`src/rtl/lra_cal_pkg.sv`:
```
package lra_cal_pkg;

   typedef enum logic [3:0] {
      CS_IDLE    = 4'd0,
      CS_DRIVE   = 4'd1,
      CS_DELAY   = 4'd2,
      CS_SEEK1   = 4'd3,
      CS_SEEK2   = 4'd4,
      CS_SEEK3   = 4'd5,
      CS_SEEK4   = 4'd6,
      CS_COMPUTE = 4'd7,
      CS_DONE    = 4'd8,
      CS_FAIL    = 4'd9
   } cal_state_e;

   localparam int unsigned CROSS_CNT = 4;
   localparam logic [3:0]  SHIFT_BASE = 4'd9;

   // band codes above 7 behave as the widest band
   function automatic logic [2:0] band_code(input logic [3:0] code);
      return (code > 4'd7) ? 3'd7 : code[2:0];
   endfunction

endpackage

```
`src/rtl/lra_zc_detect.sv`:
```
module lra_zc_detect #(
   parameter int THR_W = 8
) (
   input  logic             clk,
   input  logic             rst_n,
   input  logic             load,
   input  logic             load_val,
   input  logic             sample_en,
   input  logic             cmp,
   input  logic [THR_W-1:0] thr,
   output logic             hit,
   output logic             level
);

   logic [THR_W-1:0] acc_q;
   logic             lvl_q;
   logic [THR_W:0]   need;
   logic [THR_W:0]   got;
   logic             differ;

   always_comb begin
      need   = (thr == '0) ? {{THR_W{1'b0}}, 1'b1} : {1'b0, thr};
      got    = {1'b0, acc_q} + {{THR_W{1'b0}}, 1'b1};
      differ = (cmp != lvl_q);
      hit    = sample_en && differ && (got >= need);
   end

   always_ff @(posedge clk or negedge rst_n) begin
      if (!rst_n) begin
         acc_q <= '0;
         lvl_q <= 1'b0;
      end else if (load) begin
         acc_q <= '0;
         lvl_q <= load_val;
      end else if (sample_en && differ) begin
         if (got >= need) begin
            acc_q <= '0;
            lvl_q <= cmp;
         end else begin
            acc_q <= got[THR_W-1:0];
         end
      end
   end

   assign level = lvl_q;

endmodule

```
`src/rtl/lra_period_calc.sv`:
```
module lra_period_calc
   import lra_cal_pkg::*;
#(
   parameter int DIV_W   = 16,
   parameter int TAG_W   = 18,
   parameter bit SAT_EST = 1'b1
) (
   input  logic [3:0][TAG_W-1:0] tags,
   input  logic [DIV_W-1:0]      nom,
   input  logic                  avg_sel,
   input  logic [3:0]            margin,
   output logic [DIV_W-1:0]      est_a,
   output logic [DIV_W-1:0]      est_b,
   output logic [DIV_W-1:0]      result,
   output logic                  accept
);

   localparam logic [TAG_W-1:0] EST_MAX = {{(TAG_W-DIV_W){1'b0}}, {DIV_W{1'b1}}};

   logic [TAG_W-1:0] span_a;
   logic [TAG_W-1:0] span_b;
   logic [DIV_W:0]   sum_ab;
   logic [DIV_W-1:0] mean_ab;
   logic [3:0]       shamt;
   logic [DIV_W-1:0] tol;
   logic [DIV_W-1:0] dev;

   assign span_a = tags[2] - tags[0];
   assign span_b = tags[3] - tags[1];

   generate
      if (SAT_EST) begin : g_sat
         assign est_a = (span_a > EST_MAX) ? {DIV_W{1'b1}} : span_a[DIV_W-1:0];
         assign est_b = (span_b > EST_MAX) ? {DIV_W{1'b1}} : span_b[DIV_W-1:0];
      end else begin : g_wrap
         assign est_a = span_a[DIV_W-1:0];
         assign est_b = span_b[DIV_W-1:0];
      end
   endgenerate

   always_comb begin
      sum_ab  = {1'b0, est_a} + {1'b0, est_b};
      mean_ab = DIV_W'(sum_ab >> 1);
      result  = avg_sel ? mean_ab : est_a;
      shamt   = SHIFT_BASE - {1'b0, band_code(margin)};
      tol     = nom >> shamt;
      dev     = (result >= nom) ? (result - nom) : (nom - result);
      accept  = (margin == 4'd0) || (dev <= tol);
   end

endmodule

```
`src/rtl/lra_period_cal.sv`:
```
module lra_period_cal
   import lra_cal_pkg::*;
#(
   parameter int DIV_W   = 16,
   parameter int THR_W   = 8,
   parameter int PULSE_W = 3,
   parameter bit SAT_EST = 1'b1
) (
   input  logic               clk,
   input  logic               rst_n,
   input  logic               pwm_tick,
   input  logic               cmp_in,
   input  logic               start,
   input  logic               cfg_cal_en,
   input  logic [PULSE_W-1:0] cfg_pulse_num,
   input  logic [1:0]         cfg_delay_sel,
   input  logic [THR_W-1:0]   cfg_zx_thr,
   input  logic               cfg_avg_sel,
   input  logic [3:0]         cfg_margin,
   input  logic               cfg_keep_en,
   input  logic [DIV_W-1:0]   cfg_nom_div,
   output logic               drive_on,
   output logic [DIV_W-1:0]   div_final,
   output logic [DIV_W-1:0]   est_a,
   output logic [DIV_W-1:0]   est_b,
   output logic [DIV_W+1:0]   first_tag,
   output logic               cal_fail,
   output logic [3:0]         state_code,
   output logic               last_level,
   output logic               first_since_por
);

   localparam int TAG_W = DIV_W + 2;
   localparam int CW    = DIV_W + PULSE_W + 1;

   generate
      if (DIV_W < 4) begin : g_bad_div
         $error("DIV_W must be at least 4");
      end
      if (THR_W < 1) begin : g_bad_thr
         $error("THR_W must be at least 1");
      end
      if (PULSE_W < 1) begin : g_bad_pulse
         $error("PULSE_W must be at least 1");
      end
   endgenerate

   cal_state_e             st_q;
   logic [CW-1:0]          cnt_q;
   logic [3:0][TAG_W-1:0]  tag_q;
   logic [DIV_W-1:0]       div_q;
   logic [DIV_W-1:0]       keep_q;
   logic                   keep_vld_q;
   logic                   fail_q;
   logic                   first_q;

   logic [CW-1:0]    nom_ext;
   logic [CW-1:0]    pulses_ext;
   logic [CW-1:0]    lim_drv;
   logic [CW-1:0]    lim_dly;
   logic [CW-1:0]    lim_seek;
   logic [CW-1:0]    cnt_inc;
   logic             drive_end;
   logic             delay_end;
   logic             dly_zero;
   logic             seek_tmo;
   logic             in_seek;
   logic             can_start;
   logic             take_start;
   logic [1:0]       seek_idx;
   cal_state_e       seek_next;
   logic [DIV_W-1:0] base_div;
   logic             zc_load;
   logic             zc_sample;
   logic             zc_hit;
   logic             zc_level;
   logic [DIV_W-1:0] calc_result;
   logic             calc_accept;

   // window lengths, all in enabled ticks
   always_comb begin
      nom_ext    = {{(CW-DIV_W){1'b0}}, cfg_nom_div};
      pulses_ext = {{(CW-PULSE_W){1'b0}}, cfg_pulse_num} + {{(CW-1){1'b0}}, 1'b1};
      lim_drv    = nom_ext * pulses_ext;
      lim_dly    = {{(CW-DIV_W){1'b0}}, (cfg_nom_div >> (4'd3 + {2'b00, cfg_delay_sel}))};
      lim_seek   = nom_ext + (nom_ext << 1);
      cnt_inc    = cnt_q + {{(CW-1){1'b0}}, 1'b1};
      drive_end  = (cnt_inc >= lim_drv);
      delay_end  = (cnt_inc >= lim_dly);
      dly_zero   = (lim_dly == '0);
      seek_tmo   = (cnt_inc >= lim_seek);
   end

   always_comb begin
      in_seek   = 1'b0;
      seek_idx  = 2'd0;
      seek_next = CS_SEEK2;
      case (st_q)
         CS_SEEK1: begin in_seek = 1'b1; seek_idx = 2'd0; seek_next = CS_SEEK2; end
         CS_SEEK2: begin in_seek = 1'b1; seek_idx = 2'd1; seek_next = CS_SEEK3; end
         CS_SEEK3: begin in_seek = 1'b1; seek_idx = 2'd2; seek_next = CS_SEEK4; end
         CS_SEEK4: begin in_seek = 1'b1; seek_idx = 2'd3; seek_next = CS_COMPUTE; end
         default:  ;
      endcase
   end

   assign can_start  = (st_q == CS_IDLE) || (st_q == CS_DONE) || (st_q == CS_FAIL);
   assign take_start = start && can_start;
   assign base_div   = (cfg_keep_en && keep_vld_q) ? keep_q : cfg_nom_div;

   assign zc_load   = pwm_tick &&
                      (((st_q == CS_DRIVE) && drive_end && dly_zero) ||
                       ((st_q == CS_DELAY) && delay_end));
   assign zc_sample = pwm_tick && in_seek;

   lra_zc_detect #(
      .THR_W (THR_W)
   ) zc_i (
      .clk       (clk),
      .rst_n     (rst_n),
      .load      (zc_load),
      .load_val  (cmp_in),
      .sample_en (zc_sample),
      .cmp       (cmp_in),
      .thr       (cfg_zx_thr),
      .hit       (zc_hit),
      .level     (zc_level)
   );

   lra_period_calc #(
      .DIV_W   (DIV_W),
      .TAG_W   (TAG_W),
      .SAT_EST (SAT_EST)
   ) calc_i (
      .tags    (tag_q),
      .nom     (cfg_nom_div),
      .avg_sel (cfg_avg_sel),
      .margin  (cfg_margin),
      .est_a   (est_a),
      .est_b   (est_b),
      .result  (calc_result),
      .accept  (calc_accept)
   );

   always_ff @(posedge clk or negedge rst_n) begin
      if (!rst_n) begin
         st_q       <= CS_IDLE;
         cnt_q      <= '0;
         tag_q      <= '0;
         div_q      <= '0;
         keep_q     <= '0;
         keep_vld_q <= 1'b0;
         fail_q     <= 1'b0;
         first_q    <= 1'b1;
      end else if (take_start) begin
         div_q  <= base_div;
         fail_q <= 1'b0;
         cnt_q  <= '0;
         tag_q  <= '0;
         st_q   <= cfg_cal_en ? CS_DRIVE : CS_DONE;
      end else begin
         case (st_q)
            CS_DRIVE: begin
               if (pwm_tick) begin
                  if (drive_end) begin
                     cnt_q <= '0;
                     st_q  <= dly_zero ? CS_SEEK1 : CS_DELAY;
                  end else begin
                     cnt_q <= cnt_inc;
                  end
               end
            end
            CS_DELAY: begin
               if (pwm_tick) begin
                  if (delay_end) begin
                     cnt_q <= '0;
                     st_q  <= CS_SEEK1;
                  end else begin
                     cnt_q <= cnt_inc;
                  end
               end
            end
            CS_SEEK1, CS_SEEK2, CS_SEEK3, CS_SEEK4: begin
               if (pwm_tick) begin
                  cnt_q <= cnt_inc;
                  if (zc_hit) begin
                     tag_q[seek_idx] <= cnt_q[TAG_W-1:0];
                  end
                  if (zc_hit && (st_q == CS_SEEK4)) begin
                     st_q <= CS_COMPUTE;
                  end else if (seek_tmo) begin
                     st_q    <= CS_FAIL;
                     fail_q  <= 1'b1;
                     first_q <= 1'b0;
                  end else if (zc_hit) begin
                     st_q <= seek_next;
                  end
               end
            end
            CS_COMPUTE: begin
               st_q    <= CS_DONE;
               first_q <= 1'b0;
               if (calc_accept) begin
                  div_q <= calc_result;
                  if (cfg_keep_en) begin
                     keep_q     <= calc_result;
                     keep_vld_q <= 1'b1;
                  end
               end
            end
            default: ;
         endcase
      end
   end

   assign drive_on        = (st_q == CS_DRIVE);
   assign div_final       = div_q;
   assign first_tag       = tag_q[0];
   assign cal_fail        = fail_q;
   assign state_code      = st_q;
   assign last_level      = zc_level;
   assign first_since_por = first_q;

endmodule

```
`config.mk`:
```
export PLATFORM = sky130hd
export DESIGN_NAME = lra_period_cal
export DESIGN_NICKNAME = d
export VERILOG_FILES = /design/src/rtl/lra_cal_pkg.sv /design/src/rtl/lra_zc_detect.sv /design/src/rtl/lra_period_calc.sv /design/src/rtl/lra_period_cal.sv
export SDC_FILE = /design/constraint.sdc
export NUM_CORES = 1
export LEC_CHECK = 0
export ABC_AREA = 1
export ABC_CLOCK_PERIOD_IN_PS = 17900
export BUFFER_PORTS_ARGS = -buffer_cell sky130_fd_sc_hd__clkbuf_2
export CAP_MARGIN = 20
export CORE_ASPECT_RATIO = 0.7
export CORE_MARGIN = 2
export CORE_UTILIZATION = 55
export CTS_CLUSTER_DIAMETER = 200
export DETAILED_ROUTE_END_ITERATION = 7
export GPL_TIMING_DRIVEN = 0
export PLACE_DENSITY = 0.73
export SYNTH_ARGS = -nofsm -noshare
export SYNTH_HDL_FRONTEND = slang
export SYNTH_SLANG_ARGS = --single-unit
```
`constraint.sdc`:
```
create_clock -name clk -period 17.9 [get_ports clk]
set_input_delay 0.895 -clock clk [delete_from_list [all_inputs] [get_ports clk]]
set_output_delay 0.895 -clock clk [all_outputs]
set_load 0.01 [all_outputs]
```
---- After elaboration in Yosys (flattened, before gate mapping) ----
Index checks and enable logic that the tools add are counted.
storage, ports and cells
  flip-flop bits (word level) ............. 140
  input port bits ......................... 41
  output and inout bits ................... 74
  logic and storage cells ................. 152
cells by class
  add/subtract/negate cells ............... 11
  multipliers ............................. 1
  order comparisons ....................... 11
  equality and inequality tests ........... 20
  shift operators ......................... 2
  mux-type cells .......................... 54
  bitwise operators ....................... 1
  reductions and logical operators ........ 39
operators with widths
  kind                                                                     number
  72-bit two-way mux                                                       4
  16-bit two-way mux                                                       8
  20-bit two-way mux                                                       6
  72-bit bitwise mux                                                       1
  20-bit one-hot mux with 3 select lines                                   1
  4-bit two-way mux                                                        10
  18-bit demux with 2-bit select                                           1
  18-bit by 16-bit > comparator with 1-bit output (second input constant)  2
  18-bit subtractor                                                        2
  8-bit two-way mux                                                        4
  16-bit subtractor                                                        2
  20-bit by 1-bit adder with 20-bit output (second input constant)         1
  20-bit by 16-bit >= comparator with 1-bit output                         1
  20-bit by 18-bit >= comparator with 1-bit output                         1
  20-bit >= comparator                                                     1
  16-bit by 4-bit multiplier with 20-bit output                            1
  16-bit by 17-bit adder with 18-bit output                                1
  18-bit two-way mux                                                       1
  2-bit nonzero test                                                       9
  16-bit by 16-bit adder with 17-bit output                                1
  4-bit by 3-bit equality test with 1-bit output (second input constant)   4
  16-bit >= comparator                                                     1
  16-bit <= comparator                                                     1
  16-bit logical NOT                                                       1
  other kinds (38)                                                         74

---- Depth between registers and ports, before layout ----
Gate-level depths: netlist of run 1.
  depth after elaboration ................. 12
  depth in mapped cells ................... 54
  depth with buffers taken out ............ 52

---- Hierarchy ----
From an unflattened synthesis of run 1, not the netlist that was laid out.
unflattened totals
  cell total of the unflattened synthesis .. 2,540
  area, all modules ....................... 17,174.0 µm²
by module, submodules not included
  module           instances  cells an instance  area each (µm²)  seq. area each (µm²)
  lra_period_cal   1          1,384              10,483.8         3,279.4
  lra_period_calc  1          1,044              5,898.2          0.0
  lra_zc_detect    1          112                792.0            225.2

---- Least setup slack after synthesis of run 1 ----
OpenSTA, ideal clock, no wires.
  kind .................................... reg-to-reg
  start point ............................. reg tag_q[54] (netlist bit)
  end point ............................... reg div_q[13] (netlist: div_final[13])
  library setup time ...................... 87 ps
  data arrival time ....................... 7,199 ps
  required time ........................... 17,813 ps
  setup slack ............................. 10,614 ps
  stages on the path, launching flop included .. 52
  path buffers ............................ 4
  clock period less this slack ............ 7,286 ps
  cells stage by stage .................... dfrtp_1 > inv_1 > ha_1 > inv_1 > fa_1 > nand2_1 > nand2_1 > nand3_1 > nand2_1 > nand2_1 > nand3b_1 > nand2_1 > nand2_1 > inv_1 > clkbuf_1 > nand2_1 > ha_1 > nand3_1 > [... 16 more ...] > buf_2 > mux2i_1 > xor2_1 > inv_1 > ha_1 > nand2_1 > inv_1 > nand3_1 > nor3_1 > nand2_1 > o2111ai_1 > nand2_1 > nand2_1 > inv_1 > nor2_1 > clkbuf_1 > nand2_1 > o211ai_1
on the way
  cells in the longest elaborated chain, start to end .. 11
  elaborated cells between the ends (all ways) .. 16
  those cells by class .................... add/sub (4); order compare (3); mux (6); reduce/logical (3)
RTL lines
  what                                                       line                   RTL
  from (decl)                                                lra_period_cal.sv:50   logic [3:0][TAG_W-1:0] tag_q;
  from (signal, indexed assignment)                          lra_period_cal.sv:187  tag_q[seek_idx] <= cnt_q[TAG_W-1:0];
  18-bit subtractor (*)                                      lra_period_calc.sv:29  assign span_b = tags[3] - tags[1];
  18-bit by 16-bit > comparator with 1-bit output            lra_period_calc.sv:34  assign est_b = (span_b > EST_MAX) ? {DIV_W{1'b1}} : span_b[DIV_W-1:0];
  16-bit two-way mux (*)                                     lra_period_calc.sv:34
  via est_b[3]                                               lra_period_cal.sv:25   output logic [DIV_W-1:0] est_b,
  16-bit by 16-bit adder with 17-bit output (*)              lra_period_calc.sv:42  sum_ab = {1'b0, est_a} + {1'b0, est_b};
  16-bit two-way mux (*)                                     lra_period_calc.sv:44  result = avg_sel ? mean_ab : est_a;
  via calc_i.result[13]                                      lra_period_calc.sv:14  output logic [DIV_W-1:0] result,
  16-bit subtractor or 16-bit >= comparator (tied branches)  lra_period_calc.sv:47  dev = (result >= nom) ? (result - nom) : (nom - result);
  16-bit two-way mux                                         lra_period_calc.sv:47
  16-bit <= comparator                                       lra_period_calc.sv:48  accept = (margin == 4'd0) || (dev <= tol);
  1-bit logical OR                                           lra_period_calc.sv:48
  2-bit nonzero test (no line)                               -
  2-bit AND reduction (no line)                              -
  to (signal assigned)                                       lra_period_cal.sv:156  div_q <= base_div;
  to (signal assigned)                                       lra_period_cal.sv:204  div_q <= calc_result;
  to (decl)                                                  lra_period_cal.sv:51   logic [DIV_W-1:0] div_q;
The timed path passes the listed nets; every way through them passes the cells marked *. The select of a mux whose other input is x is not followed.
A chain may end at the register's enable or synchronous reset.

---- Worst setup path after layout of run 1 ----
  start point ............................. reg tag_q[54] (netlist bit)
  end point ............................... reg div_q[13] (netlist: div_final[13])
on the way
  cells in the longest elaborated chain, start to end .. 11
  elaborated cells between the ends (all ways) .. 16
  those cells by class .................... add/sub (4); order compare (3); mux (6); reduce/logical (3)
RTL lines
  what                                                       line
  18-bit subtractor (*)                                      lra_period_calc.sv:29
  18-bit by 16-bit > comparator with 1-bit output            lra_period_calc.sv:34
  16-bit two-way mux (*)                                     lra_period_calc.sv:34
  16-bit by 16-bit adder with 17-bit output (*)              lra_period_calc.sv:42
  16-bit two-way mux (*)                                     lra_period_calc.sv:44
  via calc_i.result[13]                                      lra_period_calc.sv:14
  16-bit subtractor or 16-bit >= comparator (tied branches)  lra_period_calc.sv:47
  16-bit two-way mux                                         lra_period_calc.sv:47
  16-bit <= comparator                                       lra_period_calc.sv:48
  1-bit logical OR                                           lra_period_calc.sv:48
  2-bit nonzero test (no line)                               -
  2-bit AND reduction (no line)                              -
Marked as above.

==> impl_results.md, run 1 <==
* Status: completed
* CP max-delay cell: nor2_1
* Post-synthesis simple-gate area fraction at 22.7%
* Final Wtd Congestion at 0.942
* Yosys top cell by area: dfrtp_1
* Worst r2r src: tag_q[54]
* Layout Nets at 2627
* Wire per inst at 18.4 um
* Area grow syn2layout at 11.2%
* Mapped Area at 15700 um^2
* Sequential fraction of design power at 23.2%
* Antenna-violating nets left at 0
* Unrepaired setup endpoints after global routing: no
* DR vias/cell at 5.85
* Worst skew pair latency at 0.43 ns
* Synth area leaders: dfrtp_1 (22%), ha_1 (16%), nand2_1 (11%)
* Endpoints failing setup at 0
* Worst EP required at 18.22 ns
* CTS tree: done
* Rows at 51
* Asr flop ratio synth at 100%
* Pleak at 9.40 nW
* Syn nets at 2493
* Yosys cell types at 58
* Seq cells post-synth at 140
* Reg clk slew, reported paths at 0.07 ns
* PortBufs at 113
* Max rail drop VDD at 0.0942 mV
* Global-route wire length before repair at 78500 um
* Cts repair resizes at 0
* Post-Syn Instances at 2219
* Worst min path class: in2async
* Fmax at 101 MHz
* Largest net degree at the start of global routing at 74
* Post-Syn Area per Cell at 7.09 um^2
* Net Switching at 0.794 mW
* Power share of the combinational group at 53.3%
* Core area at 27900 um^2
* Clk network pwr share at 23.5%
* Buffers plus inverters on the worst setup path at 12
* Synth Area in Adders at 20.2%
* DRC marker count from the first detailed-route iteration at 1480
* TNS Setup at 0 ns
* Flop2flop setup slack at 8.02 ns
* Gr ovfl total at 0
* Commonest non-fill, non-tap cells in the layout: nand2_1 (480), inv_1 (316), ha_1 (199)
* Multi-input gate area at 10600 um^2
* RR Endpoint: div_final[13]
* Hold Buf Count CTS at 0
* Die W at 206 um
* Xor/xnor share of the synthesized area at 5.61%
* Critical path type: reg2reg
* Minimum clock period at 9.88 ns
* Critical path launch point: tag_q[54]
* Pwr Total at 1.76 mW
* H-tree levels at 4
* Largest delay share family, worst path: simple AND/OR/NAND/NOR gates
* Sequential fraction of the synthesis area at 22.3%
* All-Layer GR Usage at 33.4%
* Commonest non-fill, non-tap cell in the layout: nand2_1
* Post-synth top area share at 22.1%
* Primary FF master, synth: dfrtp_1
* DR vias at 16.0k
* PD cells at 100 nW/um^2
* TritonCTS Buffers at 17
* Io pins at 115
* Final-report hold violation count at 0
* Max Buffers Root-to-Sink at 2
* Worst path max stage delay at 0.46 ns
* Main combinational cell family by area after synthesis: simple AND/OR/NAND/NOR gates
* Final wirelength at 50500 um
* Number of global-route vias before repair at 14.8k
* Cells on worst reg2reg path at 51
* CTS root buffer: clkbuf_16
* Slew Limit Fails at 0
* Crit path launch type: flop
* DR pass1 iterations at 6
* Sw Share at 45.2%
* Internal power at 0.963 mW
* Post-synth EDFFs at 0
* Storage cell area at 3500 um^2
* Max Cap Viol at 0
* Layout Cells excl Fill at 2737
* Final worst-path cycle share at 55.2%
* Initial antenna violation count at 0
* Initial core utilization at 56.3%
* Critical path arrival at 10.20 ns
* Worst-Margin Slew at 1.00 ns
* Final setup skew at 0.0110 ns
* DRC viols at 0
* Filler instances at 2611
* ANT cells at 0
* Die area at 30000 um^2
* Postcts setup bufs at 0
* DP HPWL at 40900 um
* Layout cell share with drive strength beyond 1 at 10.4%
* Worst slew margin at 32.6%
* Yosys Warn Count at 0
* Max FO, Critical Path at 10
* Critical Path End Type: flop
* Clock sinks at 140
* Compound-cell area share of the yosys netlist at 18.3%
* Cell mode on critical path: nand2_1
* Die H at 145 um
* Dpl cells at 2705
* Mux cell area share after synthesis at 0.636%
-- how the worst max path moves through the flow --
stage / to / slack [ns] / depth (start not counted)
after floorplan: div_final[13] / 10.61 / 51
after global placement: div_final[13] / 8.29 / 51
after detailed placement: div_final[13] / 8.33 / 51
after CTS: div_final[13] / 8.25 / 51
after global routing: div_final[13] / 7.14 / 50
final: div_final[13] / 8.02 / 51
-- routing by layer --
metal  wire length [um]  global-route usage [%]
met1              23600                    50.2
met2              20800                    48.1
met3               5030                    7.84
met4               1030                    7.93
met5                  0                       0
-- area by class of cell --
| class | instances | area share [%] |
|---|---|---|
| multi-input cells | 1676 | 60.6 |
| well taps | 371 | 2.65 |
| clock buffers | 19 | 2.59 |
| plain buffers | 76 | 2.24 |
| repair buffers | 115 | 3.48 |
| clock inverters | 13 | 1.37 |
| flip-flops and latches | 140 | 20.0 |
| inverters | 327 | 7.02 |
-- sequential cells by signal (all words and copies together), names as in the netlist --
register	flops
zc_i.acc_q	8
cal_fail	1
cnt_q	20
first_since_por	1
zc_i.level	1
first_tag	18
state_code	4
div_final	16
keep_q	16
tag_q	54
keep_vld_q	1
-- per-stage QoR --
stage	utilization (%)	hold WS, ns	worst slack, ns	cell area (um^2)
6_report	62.6	0.456	8.02	17500
5_1_grt	62.6	0.497	7.14	17500
4_1_cts	62.6	0.471	8.25	17500
3_5_place_dp	60.1	0.455	8.33	16800
3_3_place_gp	60.0	0.450	8.29	16800
2_1_floorplan	-	0.439	10.61	15700
-- cell usage after synthesis, types with 11 or more instances --
cell type	instances
fa_1	34
o21ai_0	189
xnor2_1	28
o21ai_2	11
ha_1	199
buf_2	16
nand2_1	480
dfrtp_1	139
o21bai_1	11
clkbuf_1	35
inv_1	316
o211ai_1	13
buf_4	19
o22ai_1	42
nand4_1	23
nand3_1	133
a21oi_1	173
nor2_1	120
nor3_1	22
xor2_1	69
-- power by group through the flow --
stage	Combinational, mW	Clock, mW	Sequential [mW]
after floorplan	0.637	0	0.412
after global placement	0.893	0	0.409
after detailed placement	0.916	0	0.411
after CTS	0.921	0.415	0.406
after global routing	1.05	0.431	0.413
final	0.937	0.414	0.407
-- cells by family after synthesis --
group / count (synthesis)
XOR/XNOR: 99
buffers and inverters: 403
adder cells (fa/ha/maj): 233
flip-flops: 140
AO/OA/AOI/OAI: 505
AND/OR/NAND/NOR: 829
multiplexers: 10
Note: power is estimated with default switching activity, not from simulation.
==> run 2: changes to the inputs <==
--- a/config.mk
+++ b/config.mk
@@ -5,8 +5,8 @@
 export SDC_FILE = /design/constraint.sdc
 export NUM_CORES = 1
 export LEC_CHECK = 0
-export ABC_AREA = 1
-export ABC_CLOCK_PERIOD_IN_PS = 17900
+export ABC_AREA = 0
+export ABC_CLOCK_PERIOD_IN_PS = 9200
 export BUFFER_PORTS_ARGS = -buffer_cell sky130_fd_sc_hd__clkbuf_2
 export CAP_MARGIN = 20
 export CORE_ASPECT_RATIO = 0.7
==> constraint.sdc (replaced) <==
create_clock -name clk -period 9.2 [get_ports clk]
set_input_delay 0.46 -clock clk [delete_from_list [all_inputs] [get_ports clk]]
set_output_delay 0.46 -clock clk [all_outputs]
set_load 0.01 [all_outputs]
==> impl_results.md, run 2 <==
* Endpoints failing setup at 0
* Crit path launch type: flop
* Worst min path class: in2reg
* ANT cells at 0
* Rows at 52
* Syn nets at 2340
* TritonCTS Buffers at 17
* PortBufs at 110
* Fin util at 62.7%
* Synth area leaders: dfrtp_1 (21%), ha_1 (15%), nand2_1 (6.1%)
* Io pins at 115
* Core area at 29100 um^2
* Wire per inst at 20.3 um
* Most common cell in the netlist: nand2_1
* Layout cell share with drive strength beyond 1 at 12.7%
* PD cells at 368 nW/um^2
* Die W at 210 um
* Post-Syn Area per Cell at 7.90 um^2
* Number of global-route vias before repair at 14.7k
* Area grow syn2layout at 11.7%
* Unrepaired setup endpoints after global routing: no
* Final Wtd Congestion at 0.968
* Layout Nets at 2474
* Die area at 31100 um^2
* Seq cells post-synth at 140
* DR vias at 15.8k
* Final worst-path cycle share at 95.7%
* Primary FF master, synth: dfrtp_1
* Most flop-heavy register: tag_q
* Post-Syn Instances at 2066
* Pleak at 9.59 nW
* Buffers plus inverters on the worst setup path at 5
* CP max-delay cell: fa_1
* DR pass1 iterations at 5
* Final setup skew at 0.0106 ns
* Fmax at 114 MHz
* Clock sinks at 140
* Post-route cell area at 18200 um^2
* Status: completed
* Max Buffers Root-to-Sink at 2
* DRC marker count from the first detailed-route iteration at 1701
* Die H at 148 um
* Worst-Margin Slew at 1.00 ns
* DP HPWL at 42200 um
* Yosys cell types at 91
* Post-synth EDFFs at 0
* Max Cap Viol at 0
* Global-route wire length before repair at 82500 um
* Asr flop ratio synth at 100%
* CTS root buffer: clkbuf_16
* Largest net degree at the start of global routing at 112
* Initial core utilization at 56.1%
* Max rail drop VDD at 0.438 mV
* Worst path max stage delay at 0.45 ns
* Post-synth top cells: nand2_1 (267), ha_1 (199), a21oi_1 (177)
* Commonest non-fill, non-tap cells in the layout: nand2_1 (266), ha_1 (194), inv_1 (167), a21oi_1 (167), nor2_1 (149)
* Largest delay share family, worst path: compound AO/OA/AOI/OAI gates
* Worst slew margin at 33.1%
* Mapped Area at 16300 um^2
* Initial antenna violation count at 0
* Antenna-violating nets left at 0
* WHS at 0.293 ns
* Final wirelength at 52700 um
* Critical path type: reg2reg
* Cell mode on critical path: a21o_1
* Slew Limit Fails at 0
* Commonest non-fill, non-tap cell in the layout: nand2_1
* Final-report hold violation count at 0
* Flop2flop setup slack at 0.40 ns
* All-Layer GR Usage at 34.3%
* H-tree levels at 4
* Worst skew pair latency at 0.44 ns
* Yosys top cell by area: dfrtp_1
* CTS tree: done
* Reg clk slew, reported paths at 0.06 ns
* DR vias/cell at 6.10
* Max FO, Critical Path at 10
* Post-synth top area share at 21.3%
* Yosys Warn Count at 0
* Max reg flops at 54
* Worst EP required at 9.52 ns
* Critical Path End Type: flop
* Critical path arrival at 9.12 ns
* Sequential fraction of the synthesis area at 21.5%
* Minimum clock period at 8.80 ns
* Gr ovfl total at 0
* DRC viols at 0
* Post-DP Area at 17400 um^2
-- run 2: repair_timing --
action | CTS | global route
hold buffers | 1 | 0
cloned | 0 | 0
endpoints found under the hold margin | 28 | 0
endpoints found under the setup margin | 33 | 33
resized for setup | 25 | 41
setup buffers | 2 | 7
pin swaps | 3 | 10
-- run 2: path summary, 6_finish.rpt --
check                                start               to  cells after the start
min reg2reg                first_since_por  first_since_por                      1
max in group asynchronous            rst_n     div_final[7]                      3
max                              tag_q[36]       keep_q[12]                     42
min in group asynchronous            rst_n    zc_i.acc_q[2]                      2
min                                 cmp_in       zc_i.level                      2
max reg2reg                      tag_q[36]       keep_q[12]                     42
-- run 2: logic make-up after synthesis --
kind of cell / count (synthesis) / synth area share (%)
and+or+nand+nor: 652 / 18.6
AOI/OAI and AO/OA: 542 / 20.8
buffers and inverters: 287 / 7.33
adders and majority gates: 233 / 19.4
DFF: 140 / 21.5
muxes: 108 / 6.73
xor gates and xnor gates: 104 / 5.62
-- run 2: metrics by stage --
step / cells / worst slack [ns] / TNS, ns / power [mW]
2_1_floorplan: 2066 / 0.449 / 0 / 4.28
3_3_place_gp: 2554 / -1.42 / -42.25 / 5.52
3_5_place_dp: 2555 / -1.58 / -47.69 / 5.59
4_1_cts: 2588 / 0.00479 / 0 / 6.43
5_1_grt: 2591 / 0.000410 / 0 / 7.29
6_report: 2591 / 0.399 / 0 / 6.71
-- run 2: cell type report --
cell class                 instances  area (um^2)
inverter                         173          649
tap                              378          473
buffer                           108          544
timing repair buffer             121          664
sequential                       140         3500
clock inverter                     9          136
clock buffer                      23          478
multi-input combinational       1639        11800
fill                            2641        10800
-- run 2: routing by layer --
metal | wire length [um] | vias up | track usage (%) | share of wire, %
met5 | 0 | - | 0 | 0
met4 | 836 | 0 | 7.45 | 1.6
met3 | 6550 | 67 | 11.1 | 12
met2 | 20400 | 723 | 46.1 | 39
met1 | 24900 | 7564 | 52.5 | 47
li1 | - | 7463 | - | -
-- run 2: report_power, final --
group | switching [mW] | leakage, nW | total [mW] | internal [mW]
clock network | 0.279 | 0.294 | 0.727 | 0.449
logic | 3.19 | 7.37 | 5.29 | 2.11
registers | 0.0390 | 1.93 | 0.693 | 0.654
total | 3.51 | 9.59 | 6.71 | 3.21
